`src/rtl/fdc_seq_pkg.sv`:
```
package fdc_seq_pkg;
  localparam int DRV_BITS   = 2;
  localparam int NUM_DRIVES = 1 << DRV_BITS;

  localparam logic [7:0] OP_SEEK  = 8'h0F;
  localparam logic [7:0] OP_RIN   = 8'hCF;
  localparam logic [7:0] OP_ROUT  = 8'h8F;
  localparam logic [7:0] OP_SENSE = 8'h08;
  localparam logic [7:0] OP_RDID  = 8'h0A;

  localparam logic [7:0] ST_CMD   = 8'h80;
  localparam logic [7:0] ST_EXEC  = 8'h10;
  localparam logic [7:0] ST_RES   = 8'hD0;
  localparam logic [7:0] BYTE_BAD = 8'h80;
  localparam logic [7:0] SEEK_END = 8'h20;

  localparam logic [2:0] RDID_LAST = 3'd6;

  typedef enum logic [1:0] {PH_CMD, PH_EXEC, PH_RES} phase_t;
  typedef enum logic [2:0] {K_SEEK, K_RIN, K_ROUT, K_SENSE, K_RDID, K_BAD} kind_t;
  typedef enum logic [1:0] {RK_SINGLE, RK_SENSE, RK_RDID} resKind_t;

  typedef struct packed {
    logic capSel;
    logic capVal;
    logic applySeek;
  } dpStrobe_t;

  function automatic kind_t decodeOp(input logic [7:0] op);
    case (op)
      OP_SEEK:  return K_SEEK;
      OP_RIN:   return K_RIN;
      OP_ROUT:  return K_ROUT;
      OP_SENSE: return K_SENSE;
      OP_RDID:  return K_RDID;
      default:  return K_BAD;
    endcase
  endfunction
endpackage

```
`src/rtl/fdc_seq_ctrl.sv`:
```
module fdc_seq_ctrl
  import fdc_seq_pkg::*;
#(
  parameter int EXEC_CYCLES = 8
) (
  input  logic       clk,
  input  logic       rst_n,
  input  logic       dataWr,
  input  logic [7:0] dataIn,
  input  logic       dataRd,
  output phase_t     phase,
  output kind_t      kind,
  output resKind_t   resKind,
  output logic [2:0] resIdx,
  output dpStrobe_t  stb,
  output logic       irq
);
  localparam int EXEC_W = $clog2(EXEC_CYCLES + 1);
  localparam logic [EXEC_W-1:0] EXEC_LAST = EXEC_W'(EXEC_CYCLES - 1);

  logic [1:0]        byteCnt;
  logic [EXEC_W-1:0] execCnt;
  logic [2:0]        resLast;
  kind_t             opKind;
  logic              acceptWr;
  logic              execDone;

  always_comb begin
    opKind        = decodeOp(dataIn);
    acceptWr      = dataWr && (phase == PH_CMD);
    execDone      = (phase == PH_EXEC) && (execCnt == EXEC_LAST);
    stb           = '0;
    stb.capSel    = acceptWr && (byteCnt == 2'd1);
    stb.capVal    = acceptWr && (byteCnt == 2'd2);
    stb.applySeek = execDone && (kind != K_RDID);
  end

  always_ff @(posedge clk) begin
    if (!rst_n) begin
      phase   <= PH_CMD;
      kind    <= K_BAD;
      resKind <= RK_SINGLE;
      resIdx  <= '0;
      resLast <= '0;
      byteCnt <= '0;
      execCnt <= '0;
      irq     <= 1'b0;
    end else begin
      case (phase)
        PH_CMD: begin
          if (dataWr) begin
            case (byteCnt)
              2'd0: begin
                kind <= opKind;
                case (opKind)
                  K_SENSE: begin
                    phase  <= PH_RES;
                    resIdx <= '0;
                    if (irq) begin
                      resKind <= RK_SENSE;
                      resLast <= 3'd1;
                      irq     <= 1'b0;
                    end else begin
                      resKind <= RK_SINGLE;
                      resLast <= 3'd0;
                    end
                  end
                  K_BAD: begin
                    phase   <= PH_RES;
                    resIdx  <= '0;
                    resKind <= RK_SINGLE;
                    resLast <= 3'd0;
                  end
                  default: begin
                    byteCnt <= 2'd1;
                    irq     <= 1'b0;
                  end
                endcase
              end
              2'd1: begin
                if (kind == K_RDID) begin
                  phase   <= PH_EXEC;
                  execCnt <= '0;
                  byteCnt <= 2'd0;
                end else begin
                  byteCnt <= 2'd2;
                end
              end
              default: begin
                phase   <= PH_EXEC;
                execCnt <= '0;
                byteCnt <= 2'd0;
              end
            endcase
          end
        end
        PH_EXEC: begin
          if (execDone) begin
            irq <= 1'b1;
            if (kind == K_RDID) begin
              phase   <= PH_RES;
              resKind <= RK_RDID;
              resLast <= RDID_LAST;
              resIdx  <= '0;
            end else begin
              phase <= PH_CMD;
            end
          end else begin
            execCnt <= execCnt + 1'b1;
          end
        end
        PH_RES: begin
          if (dataRd) begin
            if (resIdx == resLast) begin
              phase  <= PH_CMD;
              resIdx <= '0;
              if (resKind == RK_RDID) irq <= 1'b0;
            end else begin
              resIdx <= resIdx + 1'b1;
            end
          end
        end
        default: phase <= PH_CMD;
      endcase
    end
  end
endmodule

```
`src/rtl/fdc_seq_dpath.sv`:
```
module fdc_seq_dpath
  import fdc_seq_pkg::*;
(
  input  logic       clk,
  input  logic       rst_n,
  input  logic [7:0] dataIn,
  input  dpStrobe_t  stb,
  input  kind_t      kind,
  input  phase_t     phase,
  input  resKind_t   resKind,
  input  logic [2:0] resIdx,
  output logic [7:0] dataOut,
  output logic [7:0] status
);
  logic [2:0]          selReg;
  logic [7:0]          valReg;
  logic [DRV_BITS-1:0] lastDrv;
  logic                lastHead;
  logic [DRV_BITS-1:0] selDrv;
  logic                selHead;
  logic [7:0]          cylBank [NUM_DRIVES];
  logic [7:0]          nextCyl;
  logic [7:0]          resByte;

  assign selDrv  = selReg[DRV_BITS-1:0];
  assign selHead = selReg[2];

  always_ff @(posedge clk) begin
    if (!rst_n) begin
      selReg   <= '0;
      valReg   <= '0;
      lastDrv  <= '0;
      lastHead <= 1'b0;
    end else begin
      if (stb.capSel) selReg <= dataIn[2:0];
      if (stb.capVal) valReg <= dataIn;
      if (stb.applySeek) begin
        lastDrv  <= selDrv;
        lastHead <= selHead;
      end
    end
  end

  always_comb begin
    case (kind)
      K_RIN:   nextCyl = cylBank[selDrv] + valReg;
      K_ROUT:  nextCyl = cylBank[selDrv] - valReg;
      default: nextCyl = valReg;
    endcase
  end

  for (genvar g = 0; g < NUM_DRIVES; g++) begin : g_drv
    logic [7:0] cylQ;
    always_ff @(posedge clk) begin
      if (!rst_n) cylQ <= '0;
      else if (stb.applySeek && (selDrv == DRV_BITS'(g))) cylQ <= nextCyl;
    end
    assign cylBank[g] = cylQ;
  end

  always_comb begin
    case (resKind)
      RK_SENSE:
        resByte = (resIdx == 3'd0) ? (SEEK_END | {5'b0, lastHead, lastDrv}) : cylBank[lastDrv];
      RK_RDID: begin
        case (resIdx)
          3'd0:    resByte = {5'b0, selHead, selDrv};
          3'd3:    resByte = cylBank[selDrv];
          3'd4:    resByte = {7'b0, selHead};
          3'd5:    resByte = 8'h01;
          3'd6:    resByte = 8'h02;
          default: resByte = 8'h00;
        endcase
      end
      default: resByte = BYTE_BAD;
    endcase
  end

  always_comb begin
    case (phase)
      PH_EXEC: status = ST_EXEC;
      PH_RES:  status = ST_RES;
      default: status = ST_CMD;
    endcase
    dataOut = (phase == PH_RES) ? resByte : 8'h00;
  end
endmodule

```
`src/rtl/fdc_cmd_seq.sv`:
```
module fdc_cmd_seq
  import fdc_seq_pkg::*;
#(
  parameter int EXEC_CYCLES = 8
) (
  input  logic       clk,
  input  logic       rst_n,
  input  logic       dataWr,
  input  logic [7:0] dataIn,
  input  logic       dataRd,
  output logic [7:0] dataOut,
  output logic [7:0] status,
  output logic       irq
);
  phase_t     phase;
  kind_t      kind;
  resKind_t   resKind;
  logic [2:0] resIdx;
  dpStrobe_t  stb;

  fdc_seq_ctrl #(.EXEC_CYCLES(EXEC_CYCLES)) u_ctrl (
    .clk(clk), .rst_n(rst_n), .dataWr(dataWr), .dataIn(dataIn), .dataRd(dataRd),
    .phase(phase), .kind(kind), .resKind(resKind), .resIdx(resIdx), .stb(stb), .irq(irq)
  );

  fdc_seq_dpath u_dpath (
    .clk(clk), .rst_n(rst_n), .dataIn(dataIn), .stb(stb), .kind(kind), .phase(phase),
    .resKind(resKind), .resIdx(resIdx), .dataOut(dataOut), .status(status)
  );
endmodule

```
`config.mk`:
```
export PLATFORM = sky130hd
export DESIGN_NAME = fdc_cmd_seq
export DESIGN_NICKNAME = d
export VERILOG_FILES = /design/src/rtl/fdc_seq_pkg.sv /design/src/rtl/fdc_seq_ctrl.sv /design/src/rtl/fdc_seq_dpath.sv /design/src/rtl/fdc_cmd_seq.sv
export SDC_FILE = /design/constraint.sdc
export NUM_CORES = 1
export LEC_CHECK = 0
export BUFFER_PORTS_ARGS = -buffer_cell sky130_fd_sc_hd__buf_4
export CORE_MARGIN = 4
export CORE_UTILIZATION = 55
export CTS_BUF_LIST = sky130_fd_sc_hd__clkbuf_2 sky130_fd_sc_hd__clkbuf_4 sky130_fd_sc_hd__clkbuf_8
export DETAILED_ROUTE_END_ITERATION = 8
export GPL_TIMING_DRIVEN = 0
export PLACE_DENSITY_LB_ADDON = 0.15
export SYNTH_ARGS = -nofsm -noshare
export SYNTH_HDL_FRONTEND = slang
export SYNTH_SLANG_ARGS = --single-unit
export TNS_END_PERCENT = 50
```
`constraint.sdc`:
```
create_clock -name clk -period 6.4 [get_ports clk]
set_input_delay 0.96 -clock clk [delete_from_list [all_inputs] [get_ports clk]]
set_output_delay 0.96 -clock clk [all_outputs]
set_load 0.03 [all_outputs]
```
* Word-level counts from Yosys, hierarchy flattened
Index checks and enable logic that the tools add are counted.
** Storage, ports and cells
- Flip-flop bits (word level) :: 66
- Latch bits :: 0
- Memory bits (writable) :: 0
- Bits in read-only memories :: 0
- Bits of input ports :: 12
- Output and inout bits :: 17
- Logic and storage cells :: 148
- Memories :: 0
** Operators by class
- Add/subtract/negate cells :: 4
- Multipliers :: 0
- Div/mod/pow operators :: 0
- Magnitude comparators :: 2
- Eq/ne operators :: 41
- Shift-type cells :: 0
- Multiplexer cells :: 60
- Bitwise operators :: 2
- Reduce and logical (&&, ||, !) cells :: 23
** Operators by type and width (count)
- $mux 8 :: 6
- $pmux 8 s2 :: 3
- $pmux 8 s5 :: 1
- $mux 3 :: 11
- $bmux 8 s2 :: 2
- $mux 2 :: 13
- $eq 8x4->1 const B :: 3
- $ne 2x2->1 const B :: 9
- $eq 8x8->1 const B :: 2
- $pmux 2 s2 :: 4
- $pmux 4 s2 :: 2
- $eq 3x3->1 const B :: 5
- $pmux 3 s5 :: 1
- $mux 4 :: 3
- $ne 3x3->1 const B :: 4
- $pmux 3 s2 :: 2
- $reduce_and 6->1 :: 2
- $eq 2x2->1 const B :: 5
- $eq 3x2->1 const B :: 3
- $logic_and 1x1->1 :: 9
- $mux 1 :: 9
- $pmux 3 s3 :: 1
- $add 8x8->8 :: 1
- $eq 2x1->1 const B :: 4
- other kinds (20) :: 27

* Longest topological paths before layout
- Word-level depth :: 8
- Mapped depth :: 12
- Depth with buffers taken out :: 11

* Hierarchy
From an unflattened synthesis, not the netlist that was laid out.
** Unflattened totals
- Cells, all modules :: 429
- Area total of the unflattened synthesis :: 3843.7 sq um
** By module, submodules not included
- fdc_seq_dpath :: times used 1, cells each 313, area each 2890.3 sq um
- fdc_seq_ctrl :: times used 1, cells each 116, area each 953.4 sq um

* Worst setup path after synthesis
No wires, ideal clock.
- Path type :: flip-flop to flip-flop
- Start point :: reg u_dpath.selReg[1]
- End point :: reg u_dpath.g_drv[0].cylQ[7]
- Arrival time :: 2710 ps
- Data required time :: 6265 ps
- Slack :: 3556 ps
- Cell stages (with the launch flop) :: 11
- Path buffers :: 2
- Clock period less this slack :: 2844 ps
- Cell sequence :: dfxtp_1 buf_6 clkbuf_1 mux4_2 ha_1 a21o_1 a21oi_1 a21o_1 a21oi_1 o41ai_4 mux2i_1
** Between the ends
- Cells in the longest elaborated chain, start to end :: 6
** RTL lines
- start: declaration :: RTL line fdc_seq_dpath.sv:15 : logic [2:0] selReg;
- start signal: assignment :: RTL line fdc_seq_dpath.sv:35 : if (stb.capSel) selReg <= dataIn[2:0];
- $not 2->3 (not written as such) :: RTL line fdc_seq_dpath.sv:46, fdc_seq_dpath.sv:47
- $bmux 8 s2 :: RTL line fdc_seq_dpath.sv:46, fdc_seq_dpath.sv:47
- $mux 8 (not written as such) (2 in series) :: RTL line fdc_seq_dpath.sv:46, fdc_seq_dpath.sv:47
- $sub 8x8->8 or $add 8x8->8 (tied branches) :: RTL line fdc_seq_dpath.sv:47, fdc_seq_dpath.sv:46
- $pmux 8 s2 :: RTL line fdc_seq_dpath.sv:45 : case (kind)
- end signal: assignment :: RTL line fdc_seq_dpath.sv:56 : else if (stb.applySeek && (selDrv == DRV_BITS'(g))) cylQ <= nextCyl;
- end: declaration :: RTL line fdc_seq_dpath.sv:53 : logic [7:0] cylQ;
Parallel ways exist; a longest one is shown, timed or not. The select of a mux whose other input is x is not followed.
A chain may end at the register's enable or synchronous reset.

* Worst setup path after layout
- Start point :: reg u_dpath.selReg[0]
- End point :: out dataOut[0]
** Between the ends
- Cells in the longest elaborated chain, start to end :: 7
** RTL lines
- $not 2->3 (not written as such) :: RTL line fdc_seq_dpath.sv:68 : 3'd3: resByte = cylBank[selDrv];
- $bmux 8 s2 :: RTL line fdc_seq_dpath.sv:68
- $mux 8 (not written as such) (2 in series) :: RTL line fdc_seq_dpath.sv:68
- $pmux 8 s5 (*) :: RTL line fdc_seq_dpath.sv:66 : case (resIdx)
- $pmux 8 s2 (*) :: RTL line fdc_seq_dpath.sv:62 : case (resKind)
- $mux 8 (*) :: RTL line fdc_seq_dpath.sv:85 : dataOut = (phase == PH_RES) ? resByte : 8'h00;
- end: declaration :: RTL line fdc_cmd_seq.sv:11 : output logic [7:0] dataOut,
Mark *: on every way between the ends. The rest lies on a longest branch, timed or not. The select of a mux whose other input is x is not followed.

==> results.rst <==
.. list-table::
   :header-rows: 1

   * - Metric
     - Value
   * - Slew at the pin closest to its max-slew limit
     - 0.959 ns
   * - Global-route usage over all layers
     - about a quarter
   * - Outcome
     - completed
   * - Clk pwr share
     - a little over two fifths
   * - Dominant register cell in the synthesized netlist
     - sky130_fd_sc_hd__dfxtp_1
   * - Critical path class
     - reg2out
   * - Max capacitance violation total
     - 0
   * - Final #Nets
     - about 530
   * - Worst vdd ir
     - about 0.00011 V
   * - Most common cell on crit path
     - sky130_fd_sc_hd__nor2_1
   * - Sequential fraction of design power
     - 47.9%
   * - Crit path buf inv count
     - 2
   * - Row count
     - 30
   * - Placer Congestion
     - between 0.8 and 0.9
   * - Ratio of final minimum period to clock period
     - 54.7%
   * - Count of cell instances traversed by the critical path
     - 7
   * - Setup tns final
     - 0 ns
   * - Clock root buffer master
     - sky130_fd_sc_hd__clkbuf_8
   * - Leak Pwr
     - between 1.5 and 2 nW
   * - Net switching share of the total power
     - between 20 and 30%
   * - Wire length of the first global-routing pass
     - around 16000 um
   * - Post-CTS sizing
     - 0
   * - Combinational share of power
     - a little under a tenth
   * - Num CTS Buffers
     - 9
   * - Fill cell instance count of the final layout
     - 625
   * - Pin count of the biggest net entering global routing
     - 13
   * - Data required time at the worst endpoint
     - roughly 5.4 ns
   * - Portion of synthesized cell area occupied by the leading cell type
     - 32.1%
   * - Overflow after GRT
     - 0
   * - Hold Path Sink
     - u_dpath.lastHead
   * - Cell depth of the worst min-delay path
     - 2
   * - Effective utilization at floorplan
     - a little under three fifths
   * - Antenna-violating nets left
     - 0
   * - Cells after synthesis
     - between 400 and 500
   * - Final count of hold timing violations
     - 0
   * - Number of global-route vias before repair
     - around 3300
   * - Library cell with the largest summed area after synthesis
     - sky130_fd_sc_hd__dfxtp_1
   * - Number of distinct library cells after synthesis
     - 58
   * - Core area
     - 6870 um2
   * - Post-Route WL
     - between 10000 and 15000 um
   * - Die extent in y
     - between 90 and 100 um
   * - Setup slack on the worst flop-to-flop path
     - approximately 3 ns
   * - Async SR Flop Fraction
     - 0%
   * - I/O pins
     - 29
   * - Clock Skew
     - about 0.011 ns
   * - Relative max-transition margin
     - between 30% and 40%
   * - Detailed Place HPWL
     - 7530 um
   * - Drt wl/cell
     - 16.9 um
   * - Hold path startpoint
     - u_dpath.lastHead
   * - Post-layout minimum cycle time
     - between 3 and 4 ns
   * - Slowest stage delay, CP
     - approximately 0.55 ns
   * - Internal portion of total power
     - 0.600 mW
   * - Power density over the cells
     - 186 nW/um2
   * - Type of destination of the critical path
     - output port
   * - Highest achievable clock rate
     - 286 MHz
   * - Buffers inserted during post-CTS setup optimization
     - 0
   * - Area overhead of the layout relative to synthesis
     - 12.9%
   * - Netlist Area Pre-Place
     - slightly below 4000 um2
   * - Worst reg2reg path startpoint
     - u_dpath.selReg[0]
   * - Net load switching power
     - 0.227 mW
   * - Highest net fanout along the worst path
     - 10
   * - Proportion of synthesized chip area in sequential cells
     - between 30% and 40%
   * - Depth of the most critical reg-to-reg path
     - 12
   * - Largest buffer count on any clock path
     - 2
   * - Number of flip-flops and latches in the synthesized netlist
     - 63
   * - Unrepaired setup endpoints after global routing
     - no
   * - Clock edge transition at the registers on the reported setup and hold paths
     - around 0.08 ns
   * - Slowest stage cell on the critical path
     - sky130_fd_sc_hd__clkbuf_1
   * - Inserted Diodes
     - 0
   * - Number of max-slew violations in the final report
     - 0
   * - Largest cells by area after synthesis
     - sky130_fd_sc_hd__dfxtp_1 (32%), sky130_fd_sc_hd__mux4_2 (8.0%), sky130_fd_sc_hd__ha_1 (6.4%), sky130_fd_sc_hd__a21oi_1 (6.2%), sky130_fd_sc_hd__mux2i_1 (6.1%)
   * - Buffers on Ports
     - 23
   * - Die boundary width
     - about 93 um
   * - Worst Hold Slack
     - approximately 0.48 ns
   * - Final Power
     - around 0.83 mW
   * - Critical Path Start Type
     - register
   * - Worst-skew pair later-pin latency
     - around 0.36 ns
   * - Worst Path Arrival
     - 2.54 ns
   * - Worst Hold Class
     - reg2reg
   * - EDFF count, synth
     - 0
   * - Drt drc
     - 0
   * - Antenna violations before repair
     - 0
   * - Count of H-tree levels built during CTS
     - 3
   * - Placement Setup Slack
     - ~3.0 ns
   * - Mapped Avg Cell Area
     - about 8.5 um2
   * - Cells along the critical path
     - clkbuf_1 > mux4_2 > a221oi_1 > nor2_1 > a21oi_1 > nor2_1 > buf_4
   * - Total iterations of the first detailed-routing run
     - 5
   * - Via density per instance
     - about 6.0
   * - Number of design-rule violations left by the first detailed-router iteration
     - around 280
   * - Worst path setup slack after routing
     - a little under 3 ns
   * - Total of endpoints with negative setup slack in the final report
     - 0
   * - Clock tree from TritonCTS
     - done
   * - Yosys warnings
     - 0
   * - Crit Reg-Reg Endpoint
     - u_dpath.g_drv[2].cylQ[6]
   * - Total via count after detailed routing
     - about 3600
   * - Count of hold buffers inserted by post-cts repair
     - 0
   * - Clock net sink count
     - 63
   * - Family with the most delay on the worst path
     - buffers and inverters
   * - Layout cell share with drive strength beyond 1
     - about 15%
   * - Die area
     - around 8600 um2
[how the worst max path moves through the flow]
stage	slack, ns	start	to
floorplan	3.56	u_dpath.selReg[1]	u_dpath.g_drv[0].cylQ[7]
global placement	3.11	u_dpath.selReg[1]	u_dpath.g_drv[2].cylQ[7]
detailed placement	3.02	u_dpath.selReg[1]	u_dpath.g_drv[3].cylQ[7]
CTS	2.96	u_dpath.selReg[0]	dataOut[0]
global route	2.81	u_dpath.selReg[0]	u_dpath.g_drv[0].cylQ[6]
finish	2.90	u_dpath.selReg[0]	dataOut[0]
[cell families (layout without fill, tap and decap cells)]
family | count (synthesis) | count (layout) | share of synthesized area, %
AOI/OAI and AO/OA | 116 | 116 | 18.6
DFF | 63 | 63 | 32.1
xor gates and xnor gates | 17 | 17 | 3.79
buffers and inverters | 46 | 85 | 5.22
and+or+nand+nor | 156 | 156 | 18.7
adders and majority gates | 21 | 21 | 6.88
other | 1 | 5 | 0.0954
muxes | 40 | 40 | 14.7
[cell usage in the layout (no fill, tap or decap), types with 12 or more instances in the layout]
master and instances:
sky130_fd_sc_hd__nor2_1 52, sky130_fd_sc_hd__inv_1 16, sky130_fd_sc_hd__a21oi_1 49, sky130_fd_sc_hd__xnor2_1 13, sky130_fd_sc_hd__mux2i_1 24, sky130_fd_sc_hd__nand2_1 53
sky130_fd_sc_hd__dfxtp_1 63, sky130_fd_sc_hd__nand3_1 12, sky130_fd_sc_hd__clkbuf_1 17, sky130_fd_sc_hd__ha_1 20, sky130_fd_sc_hd__mux4_2 14, sky130_fd_sc_hd__buf_4 28
sky130_fd_sc_hd__a211oi_1 14, sky130_fd_sc_hd__o21ai_0 20
[cell usage after synthesis, drive strengths merged (3+ instances only)]
| cell type | n |
|---|---|
| dfxtp | 63 |
| nand2 | 53 |
| nor2 | 53 |
| a21oi | 49 |
| mux2i | 24 |
| ha | 20 |
| o21ai | 20 |
| clkbuf | 18 |
| inv | 17 |
| a211oi | 14 |
| mux4 | 14 |
| xnor2 | 13 |
| nand3 | 12 |
| buf | 11 |
| nor3 | 7 |
| nor2b | 5 |
| nor3b | 5 |
| a31oi | 4 |
| and3 | 4 |
| o31ai | 4 |
| or3 | 4 |
| xor2 | 4 |
| a21boi | 3 |
| a21o | 3 |
| a22oi | 3 |
| nand2b | 3 |
| nand4b | 3 |
[state kept, by name, indices dropped and copies added (netlist names)]
| name | cells |
|---|---|
| u_dpath.g_drv.cylQ | 32 |
| u_dpath.valReg | 8 |
| u_ctrl.execCnt | 4 |
| u_ctrl.kind | 3 |
| u_ctrl.resIdx | 3 |
| u_dpath.selReg | 3 |
| u_ctrl.byteCnt | 2 |
| u_ctrl.phase | 2 |
| u_dpath.lastDrv | 2 |
| u_ctrl.irq | 1 |
| u_ctrl.resKind | 1 |
| u_ctrl.resLast | 1 |
| u_dpath.lastHead | 1 |
[stage by stage]
step / cells / cell area (um2) / utilization [%]
2_1_floorplan: 464 / 3950 / -
3_3_place_gp: 583 / 4240 / 61.7
3_5_place_dp: 583 / 4240 / 61.7
4_1_cts: 599 / 4440 / 64.6
5_1_grt: 599 / 4440 / 64.6
6_report: 599 / 4440 / 64.6
[layer usage]
layer | vias to the layer above | part of all wire (%) | GRT usage, %
li1 | 1720 | - | -
met1 | 1715 | 44 | 32.0
met2 | 114 | 47 | 39.9
met3 | 22 | 5.7 | 3.57
met4 | 0 | 2.6 | 10.4
met5 | - | 0 | 0
[power groups by stage]
stage,sequential [mW],combinational (mW),clock [mW]
global route,0.396,0.0838,0.371
detailed placement,0.405,0.0765,0
finish,0.396,0.0780,0.353
floorplan,0.404,0.0514,0
CTS,0.396,0.0768,0.355
global placement,0.405,0.0754,0
[tightest hold or removal path: cells and delay by family, from the launching register on]
family           cells  cell delay (ns)
AND/OR/NAND/NOR      1             0.05
flip-flops           1             0.32
AO/OA/AOI/OAI        1             0.06
[layout make-up]
cell class / count / area, um2 / share of cell area (%)
flip-flops and latches: 63 / 1260 / 28.4
plain buffers: 29 / 141 / 3.19
well taps: 96 / 120 / 2.71
repair buffers: 23 / 173 / 3.89
multi-input cells: 355 / 2480 / 55.9
inverters: 17 / 63.8 / 1.44
clock inverters: 7 / 73.8 / 1.66
clock buffers: 9 / 124 / 2.79
No activity file was read; power rests on OpenSTA's default activity.
